File: src/rtl/wbp_pkg.sv
package wbp_pkg;
    typedef enum logic [1:0] {
        ST_EMPTY    = 2'd0,
        ST_HELD     = 2'd1,
        ST_HELD_OVR = 2'd2
    } wbp_state_t;
endpackage

File: src/rtl/wbp_latch.sv
module wbp_latch #(
    parameter int W = 8
) (
    input  logic         clk,
    input  logic         rst_n,
    input  logic         load,
    input  logic [W-1:0] din,
    output logic [W-1:0] dout
);
    logic [W-1:0] held_q;

    always_ff @(posedge clk or negedge rst_n) begin
        if (!rst_n)    held_q <= '0;
        else if (load) held_q <= din;
    end

    assign dout = held_q;
endmodule

File: src/rtl/wbp_ctrl.sv
module wbp_ctrl
    import wbp_pkg::*;
(
    input  logic clk,
    input  logic rst_n,
    input  logic wr_ev,
    input  logic rd_ev,
    output logic ready,
    output logic ovr
);
    wbp_state_t state_q, state_d;

    // next-state logic: a write always takes priority over a read
    always_comb begin
        state_d = state_q;
        unique case (state_q)
            ST_EMPTY:    if (wr_ev) state_d = ST_HELD;          // T_LOAD
            ST_HELD:     if (wr_ev) state_d = ST_HELD_OVR;      // T_CLOBBER
                         else if (rd_ev) state_d = ST_EMPTY;    // T_TAKE
            ST_HELD_OVR: if (wr_ev) state_d = ST_HELD_OVR;      // T_REFILL
                         else if (rd_ev) state_d = ST_EMPTY;    // T_DRAIN
            default:     state_d = ST_EMPTY;
        endcase
    end

    always_ff @(posedge clk or negedge rst_n) begin
        if (!rst_n) state_q <= ST_EMPTY;
        else        state_q <= state_d;
    end

    always_comb begin
        ready = 1'b0;
        ovr   = 1'b0;
        unique case (state_q)
            ST_EMPTY:    ready = 1'b1;
            ST_HELD:     ;
            ST_HELD_OVR: ovr   = 1'b1;
            default:     ready = 1'b1;
        endcase
    end
endmodule

File: src/rtl/wbp_port.sv
module wbp_port #(
    parameter int DATA_W = 8
) (
    input  logic              clk,
    input  logic              rst_n,
    input  logic              cpu_sel,
    input  logic              cpu_wr,
    input  logic [DATA_W-1:0] cpu_wdata,
    input  logic              hlp_rd,
    output logic [DATA_W-1:0] hlp_rdata,
    output logic              ack_irq,
    output logic              overrun
);
    logic wr_ev;

    assign wr_ev = cpu_sel & cpu_wr;

    wbp_latch #(.W(DATA_W)) u_latch (
        .clk   (clk),
        .rst_n (rst_n),
        .load  (wr_ev),
        .din   (cpu_wdata),
        .dout  (hlp_rdata)
    );

    wbp_ctrl u_ctrl (
        .clk   (clk),
        .rst_n (rst_n),
        .wr_ev (wr_ev),
        .rd_ev (hlp_rd),
        .ready (ack_irq),
        .ovr   (overrun)
    );
endmodule

File: config.mk
export PLATFORM = sky130hd
export DESIGN_NAME = wbp_port
export DESIGN_NICKNAME = d
export VERILOG_FILES = /design/src/rtl/wbp_pkg.sv /design/src/rtl/wbp_latch.sv /design/src/rtl/wbp_ctrl.sv /design/src/rtl/wbp_port.sv
export SDC_FILE = /design/constraint.sdc
export NUM_CORES = 1
export LEC_CHECK = 0
export BUFFER_PORTS_ARGS = -buffer_cell sky130_fd_sc_hd__buf_2
export CORE_AREA = 3 3 40 42
export DETAILED_ROUTE_END_ITERATION = 16
export DIE_AREA = 0 0 43 45
export GPL_ROUTABILITY_DRIVEN = 1
export PLACE_DENSITY = 0.67
export RECOVER_POWER = 25
export SLEW_MARGIN = 20
export SYNTH_ARGS = -nofsm -noshare
export SYNTH_HDL_FRONTEND = slang
export SYNTH_SLANG_ARGS = --single-unit
File: constraint.sdc
create_clock -name clk -period 3.7 [get_ports clk]
set_input_delay 0.74 -clock clk [delete_from_list [all_inputs] [get_ports clk]]
set_output_delay 0.74 -clock clk [all_outputs]
set_load 0.01 [all_outputs]
* Word level (Yosys, flattened, before mapping)
Index checks and enable logic that the tools add are counted.
Storage, ports and cells: flip-flop bits (word level) 10, latch bits 0, RAM bits 0, memory bits (read-only) 0, bits of input ports 13, output and inout bits 10, word-level logic and storage cells 16, memories kept 0
Cells by class: $add $sub $neg 0, multiply operators 0, div/mod/pow operators 0, order comparisons 0, eq/ne operators 4, shift operators 0, mux-type cells 6, bitwise operators 1, reductions and logical operators 3
Operators by type and width (count):
- $mux W2 | 3
- $pmux W2 S2 | 1
- $ne A3 B1 Y1 const B | 1
- $eq A2 B1 Y1 const B | 1
- $eq A2 B2 Y1 const B | 1
- $logic_not A2 Y1 | 1
- $mux W1 | 2
- $ne A2 B1 Y1 const B | 1
- $reduce_and A2 Y1 | 1
- $reduce_or A2 Y1 | 1
- $and A1 B1 Y1 | 1

* Longest topological paths before layout
Gate-level depths: netlist of the first run.
depth after elaboration 4, depth in mapped cells 5, mapped depth without buffers 5

* By module
From an unflattened synthesis of the first run, not the netlist that was laid out.
Second synthesis, totals: cells, all modules 32, area, all modules 489.2 sq um
Modules (own cells, without submodules):
- wbp_latch | times used 1, cells an instance 17, area each 331.6 sq um, sequential area each 200.2 sq um
- wbp_ctrl | times used 1, cells an instance 14, area each 151.4 sq um, sequential area each 50.0 sq um
- wbp_port | times used 1, cells an instance 1, area each 6.3 sq um, sequential area each 0.0 sq um

* Worst setup path after synthesis of the first run
OpenSTA, ideal clock, no wires.
path type register to output, start register u_ctrl.state_q[0], end output port ack_irq, arrival 0.784 ns, data required time 2.960 ns, path slack 2.176 ns, cell stages (with the launch flop) 4, buffers on the path 0, path through dfrtp_1 inv_1 ha_1 inv_1
On the way: longest elaborated chain between the ends 3, elaborated cells on any way between the ends 4, those cells by class 2 x eq/ne; 1 x mux; 1 x reduce/logical
RTL lines:
- from (decl) | RTL line wbp_ctrl.sv:11 | wbp_state_t state_q, state_d;
- from (signal assigned) | RTL line wbp_ctrl.sv:28 | else state_q <= state_d;
- $eq A2 B1 Y1 or $eq A2 B2 Y1 (tied branches) | RTL line wbp_ctrl.sv:34 | unique case (state_q)
- $reduce_or A2 Y1 (no source line) (*)
- $mux W1 (*) | RTL line wbp_ctrl.sv:34
- to (decl) | RTL line wbp_port.sv:11 | output logic ack_irq,
Mark *: on every way between the ends. The rest lies on a longest branch, timed or not.

* Worst setup path in the final report of the first run
start register u_ctrl.state_q[1], end output port ack_irq
The elaborated chain is that of the path after synthesis.

==> summary.md, run 1 <==
| Metric | Value |
|---|---|
| Final nets | `73` |
| Worst Path Class, Setup | `reg2out` |
| I/O Pins | `23` |
| Mapped Cells | `31` |
| DR vias/cell | `~4.6` |
| Worst setup slack after layout | `around 1.8 ns` |
| Syn-to-layout area delta | `28.6%` |
| Post-synthesis adder-cell area fraction | `between 7 and 8%` |
| Slowest-stage cell, CP | `dfrtp_1` |
| # hold bufs at CTS | `0` |
| Gpl congestion | `a little under 0.6` |
| Fmax | `around 520 MHz` |
| Drt wl/cell | `around 11 µm` |
| #FFs+latches synth | `10` |
| Post-Synth Simple-Gate Area | `4.12%` |
| CTS buffer count | `3` |
| Reg clk slew, reported paths | `0.06 ns` |
| Layout cells sized above 1 | `65.5%` |
| Yosys warns | `0` |
| Slew @ Worst Pin | `about 0.50 ns` |
| Mapped Nets | `47` |
| Via Count | `between 300 and 400` |
| Pin count of the biggest net entering global routing | `12` |
| CTS Sinks | `10` |
| Slew margin rel. | `about two thirds` |
| Port bufs | `22` |
| Part of the cycle the worst path needs | `51.8%` |
| Mean post-synth cell area | `between 15 and 20 µm²` |
| Antenna cell count | `0` |
| Pleak | `around 0.35 nW` |
| H-tree depth | `1` |
| CP Max Fanout | `3` |
| Clk Latency, worst-skew pair | `0.25 ns` |
| Cell count of the worst reg-to-reg path | `5` |
| Die area | `roughly 1900 µm²` |
| Max Cap Violations | `0` |
| Share of the yosys chip area belonging to registers | `51.5%` |
| WP data arrival | `around 1.2 ns` |
| Remaining Overflow, GRT | `0` |
| Final setup viols | `0` |
| Post-place setup slack | `just over 2 ns` |
| Final WL | `approximately 800 µm` |
| TritonCTS clock tree | `yes` |
| Post CTS Setup Buffer Count | `0` |
| Critical Path End Type | `output port` |
| CP endpoint | `ack_irq` |
| Vias in the first global route | `around 340` |
| FF-to-FF setup slack | `roughly 2.3 ns` |
| Initial DRC Count | `5` |
| CP cell instances | `inv_1, ha_1, inv_1, buf_2` |
| DRC viols | `0` |
| Post-route setup TNS | `0 ns` |
| Complex-gate fraction of the synthesized area | `approximately 4.1%` |
| Most common cell after layout, fill and taps aside | `buf_2` |
| Max VDD drop | `a little over 0.4 mV` |
| Global-route wire length before repair | `~1400 µm` |
| Tot GR Track Use | `between 10% and 20%` |
| Deepest clock path buffer count | `2` |
| Post-DP HPWL | `647 µm` |
| Fin crit period | `about 1.9 ns` |
| Core box area | `between 1000 and 1500 µm²` |
| Worst clock skew | `0.00124 ns` |
| RSZ-0062 raised after global routing | `false` |
| Post-CTS resize count | `0` |
| Max Slew Vio Count | `0` |
| Xor/xnor share of the synthesized area | `0%` |
| CP Launch Type | `flip-flop` |
| Setup crit start | `u_ctrl.state_q[1]` |
| Top cell by count, worst path | `inv_1` |
| Final hold vios | `0` |
| Main combinational cell family by area after synthesis | `multiplexers` |
| Multiplexer area fraction after synthesis | `approximately 28%` |
| Library cells used by synthesis | `10` |
| Crit path required time | `roughly 3.0 ns` |
| Outcome | `finished clean` |
| PwrDens | `roughly 600 nW/µm²` |
| Mapped cell area | `~490 µm²` |
| Die height | `about 45 µm` |
| Initial antenna violation count | `0` |
| Initial DRT Pass Iterations | `4` |
| Min-Delay Path Class | `in2async` |
| Worst stage delay on the critical path | `about 0.38 ns` |
| R2R Path Start | `u_ctrl.state_q[1]` |
| Root buf cell | `clkbuf_4` |
| Commonest cells after routing, fill and taps aside | `buf_2, dfrtp_1, mux2_4` |
| Die Width | `approximately 43 µm` |
| # rows | `13` |
| Starting Density | `between 30% and 40%` |
| ANT nets after route | `0` |
| RR Endpoint | `u_ctrl.state_q[0]` |
layer usage:
layer	part of all wire, %	track usage, %	up-vias	wire length (µm)
met5	0	0	-	0
met2	48	15.0	11	386
met4	0.50	5.42	0	4
met1	42	12.1	155	339
met3	9.1	4.78	2	73
li1	-	-	153	-
cell type report:
cell class / instances / area, µm²
Clock buffer: 3 / 22.5
Fill cell: 113 / 661
Inverter: 3 / 11.3
Multi-Input combinational cell: 17 / 213
Sequential cell: 10 / 250
Tap cell: 15 / 18.8
Timing Repair Buffer: 22 / 109
worst min path at each step:
stage,start,slack (ns),to
floorplan,rst_n,0.44,u_ctrl.state_q[0]
global placement,u_latch.dout[7],0.49,u_latch.dout[7]
detailed placement,u_latch.dout[4],0.49,u_latch.dout[4]
CTS,rst_n,0.33,u_ctrl.state_q[1]
global route,rst_n,0.47,u_ctrl.state_q[0]
finish,rst_n,0.43,u_latch.dout[3]
power by group:
group          switching [W]  internal (W)  leakage (nW)
clock              0.0000299     0.0000371        0.0138
combinational      0.0000742     0.0000903         0.214
sequential         0.0000118      0.000134         0.119
total               0.000116      0.000261         0.347
cell usage after synthesis (all sizes together):
library cell  count  share of area [%]
mux2              9                 28
o21ai             1                1.8
buf               1                2.3
o22ai             1                1.3
inv               3                2.3
ha                3                7.7
nor2b             1                2.8
dfrtp            10                 52
nand2             1                1.3
a21oi             1                1.0
registers in the layout, indices dropped and copies added (netlist names):
signal	cells
u_ctrl.state_q	2
u_latch.dout	8
critical path, delay by kind of cell (launching register included):
family                     cells  cell delay, ns
adders and majority gates      1            0.24
DFF                            1            0.38
buffers and inverters          3            0.30
stage by stage:
step                      cells  area, µm²  hold slack [ns]  util (%)  power, W
after floorplan              31        485            0.444         -  0.000267
after global placement       67        603            0.489      46.9  0.000312
after detailed placement     67        603            0.487      46.9  0.000314
after CTS                    70        626            0.335      48.7  0.000385
after global routing         70        624            0.474      48.6  0.000416
final                        70        624            0.429      48.6  0.000377
kinds of logic after synthesis:
family / after synthesis
compound gates: 3
flops: 10
fa+ha+maj: 3
simple gates: 2
mux: 9
buf+inv: 4
(Power assumes the default switching activity.)
==> inputs of run 2 (changes only) <==
--- a/config.mk
+++ b/config.mk
@@ -5,12 +5,13 @@
 export SDC_FILE = /design/constraint.sdc
 export NUM_CORES = 1
 export LEC_CHECK = 0
+export ABC_AREA = 1
 export BUFFER_PORTS_ARGS = -buffer_cell sky130_fd_sc_hd__buf_2
 export CORE_AREA = 3 3 40 42
 export DETAILED_ROUTE_END_ITERATION = 16
 export DIE_AREA = 0 0 43 45
 export GPL_ROUTABILITY_DRIVEN = 1
-export PLACE_DENSITY = 0.67
+export PLACE_DENSITY = 0.66
 export RECOVER_POWER = 25
 export SLEW_MARGIN = 20
 export SYNTH_ARGS = -nofsm -noshare
==> constraint.sdc (replaced) <==
create_clock -name clk -period 1.81 [get_ports clk]
set_input_delay 0.362 -clock clk [delete_from_list [all_inputs] [get_ports clk]]
set_output_delay 0.362 -clock clk [all_outputs]
set_load 0.01 [all_outputs]
==> run 2 against run 1 <==
- critical path type unchanged
- critical path depth did not move
- via count grew 32%
- worst hold slack got worse by 0.14 ns
- cell count up 37%
- synthesized cell count increased by 77%
- wire length grew 22%
- critical endpoint unchanged
- core utilization is 0.68 points higher
- global-route usage up 1.1 points
- synthesized area fell by 3.1%
==> summary.md, run 2 <==
| Metric | Value |
|---|---|
| EDFF count, synth | `0 (unchanged)` |
| Max VDD drop | `0.523 mV (+29%)` |
| Initial DRT Pass Iterations | `3 (-1)` |
| Top cell by count, worst path | `inv_1` |
| Mean post-synth cell area | `8.55 µm² (-45%)` |
| Synth area leader | `dfrtp_1` |
| Fin crit period | `between 1.5 and 2 ns` |
| Slowest-stage cell, CP | `dfrtp_1` |
| Reg clk slew, reported paths | `0.07 ns (about the same)` |
| DR vias/cell | `4.42 (-3.7%)` |
| Outcome | `finished clean` |
| Post-DP HPWL | `739 µm (+14%)` |
| DR WL met3 | `39 µm (-47%)` |
| Ys async rst share | `100% (unchanged)` |
| Met2 Wirelength | `485 µm (+26%)` |
| Antenna cell count | `0 (unchanged)` |
| Worst Path Class, Setup | `reg2out` |
| Layout cells sized above 1 | `35.8% (-30 points)` |
| Initial antenna violation count | `0 (unchanged)` |
| Remaining Overflow, GRT | `0 (unchanged)` |
| Library cells used by synthesis | `9 (-1)` |
| Synth top area cells | `dfrtp_1, nand2_1, ha_1, nand3_2, inv_1` |
| Deepest clock path buffer count | `2 (unchanged)` |
| CP Max Fanout | `4 (+1)` |
| DR top layer | `met4` |
| Max FFs per register | `8 (unchanged)` |
| Syn-to-layout area delta | `34.6%` |
| #FFs+latches synth | `10 (unchanged)` |
| Root buf cell | `clkbuf_4` |
| Die Width | `43 µm (unchanged)` |
| WP data arrival | `1.24 ns (+0.06 ns)` |
| DRC viols | `0 (unchanged)` |
| Max Cap Violations | `0 (unchanged)` |
| Via Count | `424 (+32%)` |
| Core Util, Final | `49.3% (+0.68 points)` |
| CP Launch Type | `flip-flop` |
| Post-route setup TNS | `0 ns (unchanged)` |
| Max Slew Vio Count | `0 (unchanged)` |
| Main synth FF type | `dfrtp_1` |
| Most common cell in the netlist | `nand2_1` |
| CTS buffer count | `3 (unchanged)` |
| RSZ-0062 raised after global routing | `false` |
| Worst stage delay on the critical path | `0.39 ns (about the same)` |
| Final WL | `980 µm (+22%)` |
| Yosys warns | `0 (unchanged)` |
| Post CTS Setup Buffer Count | `0 (unchanged)` |
| Core box area | `1280 µm² (unchanged)` |
| Worst clock skew | `0.000121 ns (-0.00112 ns)` |
| Commonest cells after routing, fill and taps aside | `nand2_1, buf_2, dfrtp_1` |
| Final nets | `98 (+34%)` |
| Synth top area share | `53.2% (+1.6 points)` |
| Mapped Nets | `71 (+51%)` |
| Pin count of the biggest net entering global routing | `14 (+2)` |
| Vias in the first global route | `388 (+16%)` |
| H-tree depth | `1 (unchanged)` |
| Mapped cell area | `470 µm² (-3.1%)` |
| Clk Latency, worst-skew pair | `0.26 ns (about the same)` |
| TritonCTS clock tree | `yes` |
| CP cell instances | `inv_1, ha_1, inv_1, buf_2` |
| Slew margin rel. | `63.5% (-2.9 points)` |
| Min-Delay Path Class | `in2reg` |
| ANT nets after route | `0 (unchanged)` |
| Share of the yosys chip area belonging to registers | `53.2% (+1.6 points)` |
| Fmax | `624 MHz` |
| Final hold vios | `0 (unchanged)` |
| Crit path required time | `1.45 ns (-1.51 ns)` |
| Drt wl/cell | `10.2 µm (-11%)` |
| Post-synth top cells | `nand2_1, dfrtp_1, inv_1` |
| CTS Sinks | `10 (unchanged)` |
| Mapped Cells | `55 (+77%)` |
| Critical Path End Type | `output port` |
| Final setup viols | `0 (unchanged)` |
| Initial DRC Count | `8 (+3)` |
| PwrDens | `1260 nW/µm² (+110%)` |
| Tot GR Track Use | `11.1% (+1.1 points)` |
| Die height | `45 µm (unchanged)` |
| Gpl congestion | `0.659 (+13%)` |
| Starting Density | `36.6% (-1.2 points)` |
| Port bufs | `22 (unchanged)` |
| # rows | `13 (unchanged)` |
| Most common cell after layout, fill and taps aside | `nand2_1` |
| Part of the cycle the worst path needs | `between 80% and 90%` |
| Slew @ Worst Pin | `0.547 ns (+0.0430 ns)` |
| Pleak | `0.387 nW (+12%)` |
| Post-Route M1 WL | `442 µm (+30%)` |
| Global-route wire length before repair | `1600 µm (+13%)` |
| Die area | `1940 µm² (unchanged)` |
| I/O Pins | `23 (unchanged)` |
-- run 2: cell count changes in the layout (fill, tap and decap cells not counted), sizes merged, moves of 3 or more --
cell,change
mux2,-9
inv,+3
nand2,+30
nand3,+4
-- run 2: timing repair --
item | CTS | global route
resized for setup | 0 | 0
hold buffers | 1 | 0
endpoints found under the hold margin | 10 | 0
-- run 2: layer usage --
layer	up-vias	track usage [%]
met2	11	17.1
met3	2	1.20
met4	0	7.23
li1	215	-
met5	-	0
met1	196	14.9
-- run 2: where the power goes --
part           total, W  switching (W)  internal (W)
logic          0.000298       0.000174      0.000124
clock network  0.000201      0.0000793      0.000122
registers      0.000299      0.0000297      0.000269
-- run 2: kinds of logic after synthesis --
logic type    count (synthesis)  synth area share (%)
flops                        10                  53.2
buf+inv                       7                  7.18
fa+ha+maj                     3                  7.98
simple gates                 35                  31.7
-- run 2: final cells by class --
class                      instances  area [µm²]
clock buffer                       4        36.3
multi-input combinational         38         186
timing repair buffer              23         119
tap                               15        18.8
inverter                           6        22.5
sequential                        10         250
fill                             137         652
-- run 2: worst paths after layout --
kind / slack, ns / depth (start not counted) / startpoint / to
min in group asynchronous: 0.59 / 2 / rst_n / u_latch.dout[1]
max in group asynchronous: 0.86 / 2 / rst_n / u_latch.dout[6]
setup reg to reg: 0.63 / 6 / u_ctrl.state_q[1] / u_ctrl.state_q[0]
setup / recovery: 0.21 / 4 / u_ctrl.state_q[1] / ack_irq
hold / removal: 0.29 / 3 / cpu_wdata[3] / u_latch.dout[3]
hold reg to reg: 0.48 / 2 / u_latch.dout[1] / u_latch.dout[1]
-- run 2: metrics by stage --
step                      area (µm²)  instances  worst slack (ns)  total power [W]  hold slack, ns
after floorplan                  470         55             0.621         0.000502          0.0664
after global placement           588         91             0.527         0.000591           0.233
after detailed placement         588         91             0.499         0.000604           0.234
after CTS                        634         96             0.202         0.000811           0.285
after global routing             633         96             0.128         0.000865           0.282
final                            633         96             0.206         0.000798           0.289
-- run 2: worst max-delay path: cells and delay by family, from the launching register on --
| family | cells | cell delay, ns |
|---|---|---|
| fa+ha+maj | 1 | 0.33 |
| flops | 1 | 0.39 |
| buf+inv | 3 | 0.26 |
==> inputs of run 3 (changes only) <==
--- a/config.mk
+++ b/config.mk
@@ -16,4 +16,5 @@
 export SLEW_MARGIN = 20
 export SYNTH_ARGS = -nofsm -noshare
 export SYNTH_HDL_FRONTEND = slang
+export SYNTH_HIERARCHICAL = 1
 export SYNTH_SLANG_ARGS = --single-unit
==> run 3 against run 2 <==
- non-clock buffer count stayed put
- count of clock-buffer cells in the layout stayed put
- combinational power is 5% lower
- worst setup slack better by 0.046 ns
- first-iteration DRC count stayed put
- worst hold slack better by 0.011 ns
- sequential power is 2% lower
- global-route usage is 0.99 points lower
- largest power group unchanged
- highest routed layer is now met3
==> summary.md, run 3 <==
| Metric | Value |
|---|---|
| Worst Path Class, Setup | `reg2out` |
| Int Pwr | `0.000510 W (-1.1%)` |
| Final hold vios | `0 (unchanged)` |
| # hold bufs at CTS | `1 (unchanged)` |
| # rows | `13 (unchanged)` |
| PwrDens | `1230 nW/µm² (-2.5%)` |
| FF-to-FF setup slack | `0.67 ns (+0.04 ns)` |
| Starting Density | `36.2% (-0.39 points)` |
| Max FFs per register | `8 (unchanged)` |
| Commonest cells after routing, fill and taps aside | `nand2_1, buf_2, dfrtp_1` |
| Final Power | `0.000772 W (-3.3%)` |
| Min-Delay Path Class | `in2reg` |
| ANT nets after route | `0 (unchanged)` |
| Gpl congestion | `0.628 (-4.7%)` |
| Worst clock skew | `0.0000131 ns (-0.000108 ns)` |
| Hold Path Sink | `u_latch/dout[1]` |
| Post CTS Setup Buffer Count | `0 (unchanged)` |
| Layout cells sized above 1 | `32.5% (-3.3 points)` |
| Final WL | `902 µm (-8.0%)` |
| Tot GR Track Use | `10.1% (-0.99 points)` |
| Initial antenna violation count | `0 (unchanged)` |
| Max Slew Vio Count | `0 (unchanged)` |
| Port bufs | `22 (unchanged)` |
| Ys async rst share | `100% (unchanged)` |
| Hold Crit Depth | `3 (unchanged)` |
| Die Width | `43 µm (unchanged)` |
| # fillers | `142 (+3.6%)` |
| RSZ-0062 raised after global routing | `false` |
| Busiest metal layer after global routing | `met2` |
| Syn-to-layout area delta | `34.9%` |
| Post-route setup TNS | `0 ns (unchanged)` |
| Post-DP HPWL | `710 µm (-3.8%)` |
| Synth top area cells | `dfrtp_1, nand2_1, ha_1, inv_1, nand3_1` |
| Part of the cycle the worst path needs | `86.1% (-2.5 points)` |
| EDFF count, synth | `0 (unchanged)` |
| Switch share | `34.0% (-1.5 points)` |
| #FFs+latches synth | `10 (unchanged)` |
| Global-route wire length before repair | `1460 µm (-8.6%)` |
| Root buf cell | `clkbuf_4` |
| Post-synth top cells | `nand2_1, dfrtp_1, inv_1` |
| Final setup viols | `0 (unchanged)` |
| Library cells used by synthesis | `7 (-2)` |
| DR vias/cell | `4.15 (-6.0%)` |
| M2 GR Usage | `17.4% (+0.30 points)` |
| Deepest clock path buffer count | `2 (unchanged)` |
| Register area | `250 µm² (unchanged)` |
| Most common cell after layout, fill and taps aside | `nand2_1` |
| Remaining Overflow, GRT | `0 (unchanged)` |
| WP data arrival | `1.20 ns (-0.04 ns)` |
| Crit path required time | `1.45 ns (about the same)` |
| Max Cap Violations | `0 (unchanged)` |
| Initial DRT Pass Iterations | `4 (+1)` |
| Mapped cell area | `465 µm² (-1.1%)` |
| Worst hold path startpoint | `cpu_wdata[1]` |
| Comb power frac | `36.8% (-0.6 points)` |
| Max VDD drop | `0.608 mV (+16%)` |
| Worst stage delay on the critical path | `0.35 ns (-0.04 ns)` |
| Critical Path End Type | `output port` |
| Slew margin rel. | `63.2% (-0.34 points)` |
| CP Launch Type | `flip-flop` |
| Final nets | `100 (+2.0%)` |
| Sw power | `0.000262 W (-7.4%)` |
| Pin count of the biggest net entering global routing | `12 (-2)` |
| Mapped Nets | `73 (+2.8%)` |
| Clk Latency, worst-skew pair | `0.26 ns (about the same)` |
| Initial DRC Count | `8 (unchanged)` |
| Met1 Track Usage GR | `11.5% (-3.4 points)` |
| RR Endpoint | `u_ctrl/state_q[0]` |
| Reg power frac | `37.9% (+0.5 points)` |
| Most common cell in the netlist | `nand2_1` |
| Antenna cell count | `0 (unchanged)` |
| Drt wl/cell | `9.20 µm (-9.8%)` |
| DRC viols | `0 (unchanged)` |
| Core box area | `1280 µm² (unchanged)` |
| Mapped Cells | `57 (+3.6%)` |
| Yosys warns | `6 (+6)` |
| I/O Pins | `23 (unchanged)` |
| Outcome | `finished clean` |
| R2R Path Start | `u_ctrl/state_q[0]` |
| Via Count | `407 (-4.0%)` |
| Cell count of the worst reg-to-reg path | `6 (unchanged)` |
| Area of the multi-input gates | `174 µm² (-6.7%)` |
| Share of the yosys chip area belonging to registers | `53.8% (+0.57 points)` |
| Fin crit period | `1.56 ns (-0.0456 ns)` |
| Reg clk slew, reported paths | `0.06 ns (about the same)` |
| Vias in the first global route | `373 (-3.9%)` |
| Synth top area share | `53.8% (+0.57 points)` |
| Clk pwr share | `25.3% (about the same)` |
| Top cell by count, worst path | `inv_1` |
| CP cell instances | `inv_1, ha_1, inv_1, buf_2` |
| Fmax | `642 MHz (+2.9%)` |
| Die area | `1940 µm² (unchanged)` |
| CP Max Fanout | `4 (unchanged)` |
| Pleak | `0.391 nW (+1.1%)` |
| Slew @ Worst Pin | `0.552 ns (+0.00515 ns)` |
| Die height | `45 µm (unchanged)` |
| Post-CTS resize count | `0 (unchanged)` |
| Slowest-stage cell, CP | `dfrtp_1` |
| TritonCTS clock tree | `yes` |
| CTS Sinks | `10 (unchanged)` |
| CTS buffer count | `3 (unchanged)` |
| Synth area leader | `dfrtp_1` |
| Grt met3 use | `5.18% (+4.0 points)` |
| Main synth FF type | `dfrtp_1` |
| Mean post-synth cell area | `8.17 µm² (-4.5%)` |
| H-tree depth | `1 (unchanged)` |
run 3: cell types whose count changed in the layout (fill, tap and decap cells not counted):
cell	previous run	this run
nand2_2	1	0
inv_1	5	6
inv_2	1	2
nand2_1	30	31
nand3_2	2	0
nand3_1	2	4
run 3: metrics by stage:
stage,cells,setup WS (ns),hold slack [ns],util (%),area (µm²)
2_1_floorplan,57,0.642,0.0664,-,465
3_3_place_gp,93,0.553,0.228,45.4,583
3_5_place_dp,93,0.524,0.236,45.4,583
4_1_cts,98,0.231,0.292,49.0,629
5_1_grt,98,0.186,0.298,48.9,628
6_report,98,0.252,0.299,48.9,628
run 3: routing by layer:
| layer | up-vias | wire (µm) |
|---|---|---|
| met5 | - | 0 |
| met4 | 0 | 0 |
| met3 | 0 | 47 |
| met2 | 10 | 461 |
| met1 | 175 | 393 |
| li1 | 222 | - |
run 3: worst max-delay path by stage:
stage / cells past startpoint / startpoint / slack, ns / end
after floorplan: 3 / u_ctrl/state_q[0] / 0.64 / ack_irq
after global placement: 4 / u_ctrl/state_q[0] / 0.55 / ack_irq
after detailed placement: 4 / u_ctrl/state_q[0] / 0.52 / ack_irq
after CTS: 4 / u_ctrl/state_q[0] / 0.23 / ack_irq
after global routing: 4 / u_ctrl/state_q[0] / 0.19 / ack_irq
final: 4 / u_ctrl/state_q[0] / 0.25 / ack_irq
run 3: kinds of logic (layout without fill, tap and decap cells):
kind of cell / count (synthesis) / after routing / share of synthesized area, %
adders and majority gates: 3 / 3 / 8.07
DFF: 10 / 10 / 53.8
buffers and inverters: 9 / 35 / 8.87
and+or+nand+nor: 35 / 35 / 29.3
run 3: cell type report:
type	count	share of cell area (%)
Tap cell	15	2.99
Clock buffer	4	5.78
Sequential cell	10	39.8
Inverter	8	4.78
Timing Repair Buffer	23	18.9
Multi-Input combinational cell	38	27.7
run 3: critical path: cells and delay by family (launching register included):
| family | cells | cell delay, ns |
|---|---|---|
| adder cells (fa/ha/maj) | 1 | 0.34 |
| buffers and inverters | 3 | 0.26 |
| flip-flops | 1 | 0.35 |
run 3: power by group through the flow:
stage               combinational, W  clock (W)  sequential (W)
global placement            0.000279          0        0.000295
finish                      0.000284   0.000195        0.000293
detailed placement          0.000289          0        0.000298
CTS                         0.000291   0.000206        0.000293
global route                0.000322   0.000215        0.000297
floorplan                   0.000181          0        0.000306
